**src/rtl/prs_pkg.sv**
```systemverilog
// Shared types for the priority-ratio scheduler.
// Assumes two priority levels; level code 0 is the favoured one.
package prs_pkg;
    localparam int NUM_LEVELS = 2;

    typedef enum logic {
        LVL_HI = 1'b0,
        LVL_LO = 1'b1
    } lvl_e;

    typedef enum logic [1:0] {
        PICK_HEAD = 2'd0,
        PICK_HI   = 2'd1,
        PICK_LO   = 2'd2
    } pick_e;
endpackage

```
**src/rtl/prs_queue.sv**
```systemverilog
// Age-ordered request store. Slot 0 always holds the oldest entry.
// Removing slot k shifts every younger entry down by one.
// A push lands at the tail, which is corrected for a removal in the same cycle.
// Assumes the caller never pushes when full and never pops when empty.
module prs_queue
    import prs_pkg::*;
#(
    parameter int DEPTH  = 16,
    parameter int ADDR_W = 32,
    parameter int IDX_W  = $clog2(DEPTH),
    parameter int OCC_W  = $clog2(DEPTH + 1)
) (
    input  logic              clk,
    input  logic              rst_n,
    input  logic              push,
    input  lvl_e              push_lvl,
    input  logic              push_wr,
    input  logic [ADDR_W-1:0] push_addr,
    input  logic              pop,
    input  logic [IDX_W-1:0]  pop_idx,
    output logic [OCC_W-1:0]  occ,
    output logic [DEPTH-1:0]  vld,
    output lvl_e              lvl_q  [DEPTH],
    output logic              wr_q   [DEPTH],
    output logic [ADDR_W-1:0] addr_q [DEPTH]
);
    lvl_e              lvl_n  [DEPTH];
    logic              wr_n   [DEPTH];
    logic [ADDR_W-1:0] addr_n [DEPTH];
    logic [OCC_W-1:0]  tail;

    // Valid bits follow the occupancy: slots below occ are live.
    always_comb begin
        for (int i = 0; i < DEPTH; i++) begin
            vld[i] = (OCC_W'(i) < occ);
        end
    end

    // Tail slot for a push, one lower when an entry leaves this cycle.
    assign tail = occ - OCC_W'(pop);

    // Next contents: compact over the removed slot, then write the newcomer.
    always_comb begin
        for (int i = 0; i < DEPTH; i++) begin
            lvl_n[i]  = lvl_q[i];
            wr_n[i]   = wr_q[i];
            addr_n[i] = addr_q[i];
        end
        if (pop) begin
            for (int i = 0; i < DEPTH - 1; i++) begin
                if (IDX_W'(i) >= pop_idx) begin
                    lvl_n[i]  = lvl_q[i+1];
                    wr_n[i]   = wr_q[i+1];
                    addr_n[i] = addr_q[i+1];
                end
            end
        end
        if (push) begin
            for (int i = 0; i < DEPTH; i++) begin
                if (OCC_W'(i) == tail) begin
                    lvl_n[i]  = push_lvl;
                    wr_n[i]   = push_wr;
                    addr_n[i] = push_addr;
                end
            end
        end
    end

    // Occupancy register.
    always_ff @(posedge clk) begin
        if (!rst_n) begin
            occ <= '0;
        end else begin
            occ <= occ + OCC_W'(push) - OCC_W'(pop);
        end
    end

    // Entry storage; contents of empty slots are don't-care.
    always_ff @(posedge clk) begin
        if (!rst_n) begin
            for (int i = 0; i < DEPTH; i++) begin
                lvl_q[i]  <= LVL_HI;
                wr_q[i]   <= 1'b0;
                addr_q[i] <= '0;
            end
        end else begin
            for (int i = 0; i < DEPTH; i++) begin
                lvl_q[i]  <= lvl_n[i];
                wr_q[i]   <= wr_n[i];
                addr_q[i] <= addr_n[i];
            end
        end
    end
endmodule

```
**src/rtl/prs_pick.sv**
```systemverilog
// Finds the oldest live entry of each level by scanning from slot 0 upward.
// Purely combinational. Assumes slot order equals age order.
module prs_pick
    import prs_pkg::*;
#(
    parameter int DEPTH = 16,
    parameter int IDX_W = $clog2(DEPTH)
) (
    input  logic [DEPTH-1:0] vld,
    input  lvl_e             lvl_q [DEPTH],
    output logic             hi_any,
    output logic             lo_any,
    output logic [IDX_W-1:0] hi_idx,
    output logic [IDX_W-1:0] lo_idx
);
    logic [DEPTH-1:0] hi_vec;
    logic [DEPTH-1:0] lo_vec;

    // Split the live entries by level.
    generate
        for (genvar g = 0; g < DEPTH; g++) begin : g_split
            assign hi_vec[g] = vld[g] && (lvl_q[g] == LVL_HI);
            assign lo_vec[g] = vld[g] && (lvl_q[g] == LVL_LO);
        end
    endgenerate

    assign hi_any = |hi_vec;
    assign lo_any = |lo_vec;

    // Lowest set bit wins: scan from the top so the last hit is the oldest.
    always_comb begin
        hi_idx = '0;
        lo_idx = '0;
        for (int i = DEPTH - 1; i >= 0; i--) begin
            if (hi_vec[i]) hi_idx = IDX_W'(i);
            if (lo_vec[i]) lo_idx = IDX_W'(i);
        end
    end
endmodule

```
**src/rtl/prs_ratio.sv**
```systemverilog
// Bypass-degree policy. Chooses which entry to offer and keeps the count of
// high-priority issues made while low-priority work waited.
// Assumes fire is asserted only when a request actually leaves.
module prs_ratio
    import prs_pkg::*;
#(
    parameter int DEG_W = 4
) (
    input  logic             clk,
    input  logic             rst_n,
    input  logic             cfg_en,
    input  logic [DEG_W-1:0] cfg_degree,
    input  logic             hi_any,
    input  logic             lo_any,
    input  logic             fire,
    input  lvl_e             fire_lvl,
    output pick_e            pick
);
    localparam logic [DEG_W-1:0] BYP_MAX = '1;

    logic             active;
    logic [DEG_W-1:0] byp_cnt;

    assign active = cfg_en && (cfg_degree != '0);

    // Decide the source of the next issue.
    always_comb begin
        if (!active) begin
            pick = PICK_HEAD;
        end else if (lo_any && (!hi_any || byp_cnt >= cfg_degree)) begin
            pick = PICK_LO;
        end else begin
            pick = PICK_HI;
        end
    end

    // Bypass counter: counts only real overtakes, clears on a low issue.
    always_ff @(posedge clk) begin
        if (!rst_n) begin
            byp_cnt <= '0;
        end else if (!active) begin
            byp_cnt <= '0;
        end else if (fire && fire_lvl == LVL_LO) begin
            byp_cnt <= '0;
        end else if (fire && lo_any && byp_cnt != BYP_MAX) begin
            byp_cnt <= byp_cnt + 1'b1;
        end
    end
endmodule

```
**src/rtl/prs_tally.sv**
```systemverilog
// One wrapping access counter per priority level.
// Assumes at most one issue per cycle.
module prs_tally
    import prs_pkg::*;
#(
    parameter int CNT_W = 16
) (
    input  logic             clk,
    input  logic             rst_n,
    input  logic             fire,
    input  lvl_e             fire_lvl,
    output logic [CNT_W-1:0] cnt [NUM_LEVELS]
);
    generate
        for (genvar g = 0; g < NUM_LEVELS; g++) begin : g_lvl
            // Count issues that carry this level.
            always_ff @(posedge clk) begin
                if (!rst_n) begin
                    cnt[g] <= '0;
                end else if (fire && fire_lvl == lvl_e'(g)) begin
                    cnt[g] <= cnt[g] + 1'b1;
                end
            end
        end
    endgenerate
endmodule

```
**src/rtl/prio_ratio_sched.sv**
```systemverilog
// Top of the priority-ratio memory request scheduler.
// Holds pending fills and writebacks, offers one per cycle to memory, and
// lets up to cfg_degree high-priority requests pass waiting low ones.
// Assumes the memory side takes the offer only on iss_valid && iss_ready.
module prio_ratio_sched
    import prs_pkg::*;
#(
    parameter int DEPTH  = 16,
    parameter int ADDR_W = 32,
    parameter int DEG_W  = 4,
    parameter int CNT_W  = 16
) (
    input  logic              clk,
    input  logic              rst_n,
    input  logic              enq_valid,
    output logic              enq_ready,
    input  logic              enq_prio,
    input  logic              enq_wr,
    input  logic [ADDR_W-1:0] enq_addr,
    input  logic              cfg_en,
    input  logic [DEG_W-1:0]  cfg_degree,
    output logic              iss_valid,
    input  logic              iss_ready,
    output logic              iss_prio,
    output logic              iss_wr,
    output logic [ADDR_W-1:0] iss_addr,
    output logic [CNT_W-1:0]  cnt_hi,
    output logic [CNT_W-1:0]  cnt_lo
);
    localparam int IDX_W = $clog2(DEPTH);
    localparam int OCC_W = $clog2(DEPTH + 1);

    logic [OCC_W-1:0]  occ;
    logic [DEPTH-1:0]  vld;
    lvl_e              lvl_q  [DEPTH];
    logic              wr_q   [DEPTH];
    logic [ADDR_W-1:0] addr_q [DEPTH];
    logic              hi_any;
    logic              lo_any;
    logic [IDX_W-1:0]  hi_idx;
    logic [IDX_W-1:0]  lo_idx;
    logic [IDX_W-1:0]  sel_idx;
    pick_e             pick;
    logic              push;
    logic              fire;
    lvl_e              sel_lvl;
    logic [CNT_W-1:0]  cnt [NUM_LEVELS];

    assign enq_ready = (occ != OCC_W'(DEPTH));
    assign push      = enq_valid && enq_ready;
    assign iss_valid = (occ != '0);
    assign fire      = iss_valid && iss_ready;

    // Map the policy choice to a slot index.
    always_comb begin
        case (pick)
            PICK_HI: sel_idx = hi_idx;
            PICK_LO: sel_idx = lo_idx;
            default: sel_idx = '0;
        endcase
    end

    assign sel_lvl  = lvl_q[sel_idx];
    assign iss_prio = sel_lvl;
    assign iss_wr   = wr_q[sel_idx];
    assign iss_addr = addr_q[sel_idx];
    assign cnt_hi   = cnt[0];
    assign cnt_lo   = cnt[1];

    prs_queue #(
        .DEPTH (DEPTH),
        .ADDR_W(ADDR_W),
        .IDX_W (IDX_W),
        .OCC_W (OCC_W)
    ) u_queue (
        .clk      (clk),
        .rst_n    (rst_n),
        .push     (push),
        .push_lvl (lvl_e'(enq_prio)),
        .push_wr  (enq_wr),
        .push_addr(enq_addr),
        .pop      (fire),
        .pop_idx  (sel_idx),
        .occ      (occ),
        .vld      (vld),
        .lvl_q    (lvl_q),
        .wr_q     (wr_q),
        .addr_q   (addr_q)
    );

    prs_pick #(
        .DEPTH(DEPTH),
        .IDX_W(IDX_W)
    ) u_pick (
        .vld   (vld),
        .lvl_q (lvl_q),
        .hi_any(hi_any),
        .lo_any(lo_any),
        .hi_idx(hi_idx),
        .lo_idx(lo_idx)
    );

    prs_ratio #(
        .DEG_W(DEG_W)
    ) u_ratio (
        .clk       (clk),
        .rst_n     (rst_n),
        .cfg_en    (cfg_en),
        .cfg_degree(cfg_degree),
        .hi_any    (hi_any),
        .lo_any    (lo_any),
        .fire      (fire),
        .fire_lvl  (sel_lvl),
        .pick      (pick)
    );

    prs_tally #(
        .CNT_W(CNT_W)
    ) u_tally (
        .clk     (clk),
        .rst_n   (rst_n),
        .fire    (fire),
        .fire_lvl(sel_lvl),
        .cnt     (cnt)
    );
endmodule

```
**config.mk**
```make
export PLATFORM = sky130hd
export DESIGN_NAME = prio_ratio_sched
export DESIGN_NICKNAME = d
export VERILOG_FILES = /design/src/rtl/prs_pkg.sv /design/src/rtl/prs_queue.sv /design/src/rtl/prs_pick.sv /design/src/rtl/prs_ratio.sv /design/src/rtl/prs_tally.sv /design/src/rtl/prio_ratio_sched.sv
export SDC_FILE = /design/constraint.sdc
export NUM_CORES = 2
export LEC_CHECK = 0
export ABC_AREA = 0
export BUFFER_PORTS_ARGS = -buffer_cell sky130_fd_sc_hd__buf_2
export CORE_UTILIZATION = 60
export CTS_BUF_LIST = sky130_fd_sc_hd__clkbuf_4
export CTS_CLUSTER_DIAMETER = 200
export CTS_CLUSTER_SIZE = 24
export DETAILED_ROUTE_END_ITERATION = 6
export PLACE_DENSITY = 0.77
export SLEW_MARGIN = 25
export SYNTH_ARGS = -nofsm -noshare
export SYNTH_HDL_FRONTEND = slang
export SYNTH_SLANG_ARGS = --single-unit
```
**constraint.sdc**
```tcl
create_clock -name clk -period 6.7 [get_ports clk]
set_input_delay 1.675 -clock clk [delete_from_list [all_inputs] [get_ports clk]]
set_output_delay 1.675 -clock clk [all_outputs]
set_load 0.02 [all_outputs]
```
==> metrics.md <==
| Metric | Value |
|---|---|
| CTS Sinks | `between 500 and 600` |
| CTS buffer count | `28` |
| WL final | `99400 um` |
| CP startpoint kind | `flop` |
| Initial antenna violation count | `9` |
| Vias in the first global route | `27200` |
| Hold path endpoint | `u_queue.addr_q[8]` |
| Setup Skew | `about 0.092 ns` |
| Area Overhead vs Synth | `4.37%` |
| Commonest cells post-synth | `mux2i_1 (1001), dfxtp_1 (585), nor2_1 (436), a211oi_1 (376), clkbuf_1 (231)` |
| Die H | `about 240 um` |
| Met3 Use GR | `about 5.7%` |
| Setup CP Type | `reg2out` |
| Port Buffer Count | `110` |
| Yosys cell types | `between 80 and 90` |
| Remaining Overflow, GRT | `0` |
| DR vias | `27900` |
| Final hold violations | `0` |
| Cell Area, Placed | `roughly 34000 um2` |
| Setup WS post-layout | `0.107 ns` |
| Critical Path Fanout Max | `20` |
| Pwr dens | `around 350 nW/um2` |
| CTS tree | `done` |
| Fmax | `between 150 and 200 MHz` |
| Final Util | `between 60% and 70%` |
| Hold path startpoint | `u_queue.addr_q[8]` |
| Fin nets | `roughly 3500` |
| Placement row count | `85` |
| Final ANT Viol Nets | `0` |
| Seq cells post-synth | `just under 600` |
| R2R setup slack | `1.82 ns` |
| Dpl hpwl | `approximately 61000 um` |
| Top FF cell, synth | `dfxtp_1` |
| GR Layer Usage met1 | `a little under half` |
| # Max-Cap Violations | `0` |
| Syn Area/Cell | `approximately 9.1 um2` |
| Setup TNS | `0 ns` |
| Share of post-route cells with drive strength above 1 | `a little under a tenth` |
| Clock latency on the worst-skew pair | `0.95 ns` |
| Yosys warnings | `0` |
| First-pass GRT wire length | `~150000 um` |
| Worst r2r src | `u_queue.occ[4]` |
| Final period utilization | `98.4%` |
| Max incr delay on CP | `roughly 0.6 ns` |
| Clock Path Buffers | `3` |
| Pin count of the biggest net entering global routing | `between 150 and 200` |
| Status | `complete, no violations` |
| Root buf cell | `clkbuf_4` |
| CP endpoint kind | `output pin` |
| Mapped Cells | `approximately 3600` |
| Yosys top cell by area | `dfxtp_1` |
| Post-synth EDFFs | `0` |
| Synth top area share | `between 30% and 40%` |
| Remaining DRCs | `0` |
| DR WL/cell | `23.9 um` |
| Clock-pin slew on the worst setup and hold paths | `between 0.2 and 0.3 ns` |
| Die area | `around 55000 um2` |
| Slew Viols, Final | `0` |
| Highest-delay cell along the critical path | `or4_4` |
| Ranking of synthesized cells by area | `dfxtp_1 (36%), mux2i_1 (31%), a211oi_1 (8.6%), nor2_1 (5.0%), clkbuf_1 (2.7%)` |
| GRT Total Usage | `around 35%` |
| Drt pass-1 iters | `6` |
| Most Frequent Cell on Critical Path | `mux2i_1` |
| Asr flop ratio synth | `0%` |
| Mapped Area | `around 33000 um2` |
| Hold/Removal Path Class | `reg2reg` |
| CTS H-tree lvls | `1` |
| Final GP Congestion | `just over 0.9` |
| Reg2reg path depth | `14` |
| GRT busiest layer | `met2` |
| RR Endpoint | `u_queue.addr_q[378]` |
| Non-filler instance count after layout | `4153` |
| Hold path cells | `2` |
| Relative slew slack | `27.5%` |
| WP data arrival | `4.92 ns` |
| Initial Utilization | `approximately three fifths` |
| FILL cells | `4394` |
| WP data required | `roughly 5.0 ns` |
| Sequential fraction of the synthesis area | `a little over a third` |
| Pwr Total | `around 12 mW` |
| Dpl cells | `just over 4000` |
| Setup violations, final | `0` |
| Via/cell ratio | `between 6 and 7` |
| Worst hold margin | `just under 0.5 ns` |
| Finished Cell Area | `34100 um2` |
| Slew @ Worst Pin | `approximately 1.1 ns` |
| Top Ports | `between 100 and 150` |
| Syn Nets | `around 3700` |
| Pre-CTS setup slack | `approximately 0.079 ns` |
| Maximum vdd drop | `0.000239 V` |
| Crit-path cells | `ha_1, nand2b_1, a32oi_2, o221ai_2, or4_4, o211ai_1, o22a_4, buf_12, buf_12, buf_4, mux2i_1, mux2i_1, mux2i_1, mux2i_2, buf_2` |
| Met2 Resource Use GR | `a little under three fifths` |
| P_leak | `approximately 16 nW` |
| Die X | `between 200 and 250 um` |
| Core area | `roughly 54000 um2` |
| Most frequent cell after synthesis | `mux2i_1` |
| Minimum clock period | `between 6 and 7 ns` |
| DRT iter0 DRCs | `between 2000 and 3000` |
final cells by class:
cell class / count / area, um2 / area share, %
multi-input combinational: 2597 / 19300 / 56.8
antenna: 4 / 10.0 / 0.0294
inverter: 26 / 110 / 0.323
timing repair buffer: 215 / 1790 / 5.24
tap: 696 / 871 / 2.56
clock inverter: 1 / 16.3 / 0.0477
clock buffer: 29 / 218 / 0.639
sequential: 585 / 11700 / 34.4
per-layer routing:
layer / part of all wire [%] / up-vias / wire [um]
li1: - / 12700 / -
met1: 42 / 13600 / 41300
met2: 45 / 1313 / 44600
met3: 9.0 / 277 / 8950
met4: 4.5 / 10 / 4510
met5: 0.059 / - / 59
sequential cells by signal, indices dropped and copies added, names as in the netlist:
register	count
u_ratio.byp_cnt	4
u_queue.wr_q	16
u_queue.lvl_q	16
u_tally.cnt	32
u_queue.occ	5
u_queue.addr_q	512
placed cells by master (no fill, tap or decap), types with 4 or more instances in the layout:
cell	synthesis	layout
a2111oi_0	6	5
a2111oi_2	5	5
a211oi_1	376	376
a21o_1	5	5
a21oi_1	159	158
a221oi_1	5	4
a311oi_1	36	36
and2_1	7	8
and3_1	12	11
and3b_1	5	4
buf_12	3	29
buf_2	71	109
buf_4	37	71
clkbuf_4	0	29
dfxtp_1	585	581
diode_2	0	4
ha_1	22	17
inv_1	25	22
mux2i_1	1001	999
nand2_1	181	163
nand2_2	2	19
nand2b_1	35	35
nand3_1	50	49
nand4_1	17	17
nor2_1	436	436
nor2b_1	7	7
nor3_1	16	15
o211ai_1	6	6
o21ai_0	112	112
or3_1	8	8
or4_1	4	4
xnor2_1	5	5
critical path: cells and delay by family (launching register included):
| kind | cells | cell delay, ns |
|---|---|---|
| AOI/OAI and AO/OA | 4 | 0.93 |
| buffers and inverters | 4 | 0.74 |
| muxes | 4 | 0.73 |
| DFF | 1 | 0.45 |
| and+or+nand+nor | 2 | 0.87 |
| adders and majority gates | 1 | 0.27 |
worst max-delay path by stage:
stage	startpoint	endpoint	slack [ns]	depth (start not counted)
6_report	u_queue.occ[1]	iss_addr[4]	0.11	15
4_1_cts	u_queue.occ[4]	iss_addr[8]	0.02	16
3_3_place_gp	cfg_degree[0]	iss_addr[4]	0.21	15
3_5_place_dp	cfg_degree[0]	iss_addr[4]	0.08	15
2_1_floorplan	cfg_degree[0]	iss_addr[10]	0.43	11
5_1_grt	u_queue.occ[4]	iss_addr[4]	-0.01	16
what timing repair did:
item,in CTS,in global routing
cloned,0,2
hold buffers,0,0
pin swaps,1,1
resized for setup,16,20
setup buffers,4,2
setup endpoints to repair,34,32
cells by family (layout without fill, tap and decap cells):
kind of cell,after synthesis,after routing,synth area share (%)
multiplexers,1001,1001,30.7
adder cells (fa/ha/maj),23,23,0.904
other,0,4,0
AO/OA/AOI/OAI,760,760,16.0
XOR/XNOR,7,7,0.188
flip-flops,585,585,35.9
buffers and inverters,412,271,5.65
AND/OR/NAND/NOR,806,806,10.7
where the power goes:
part	internal, mW	total, mW	leakage, nW	switching (mW)
Combinational	2.44	6.14	11.1	3.70
Sequential	4.06	4.55	4.73	0.484
Clock	0.205	1.28	0.141	1.08
No activity file was read; power rests on OpenSTA's default activity.
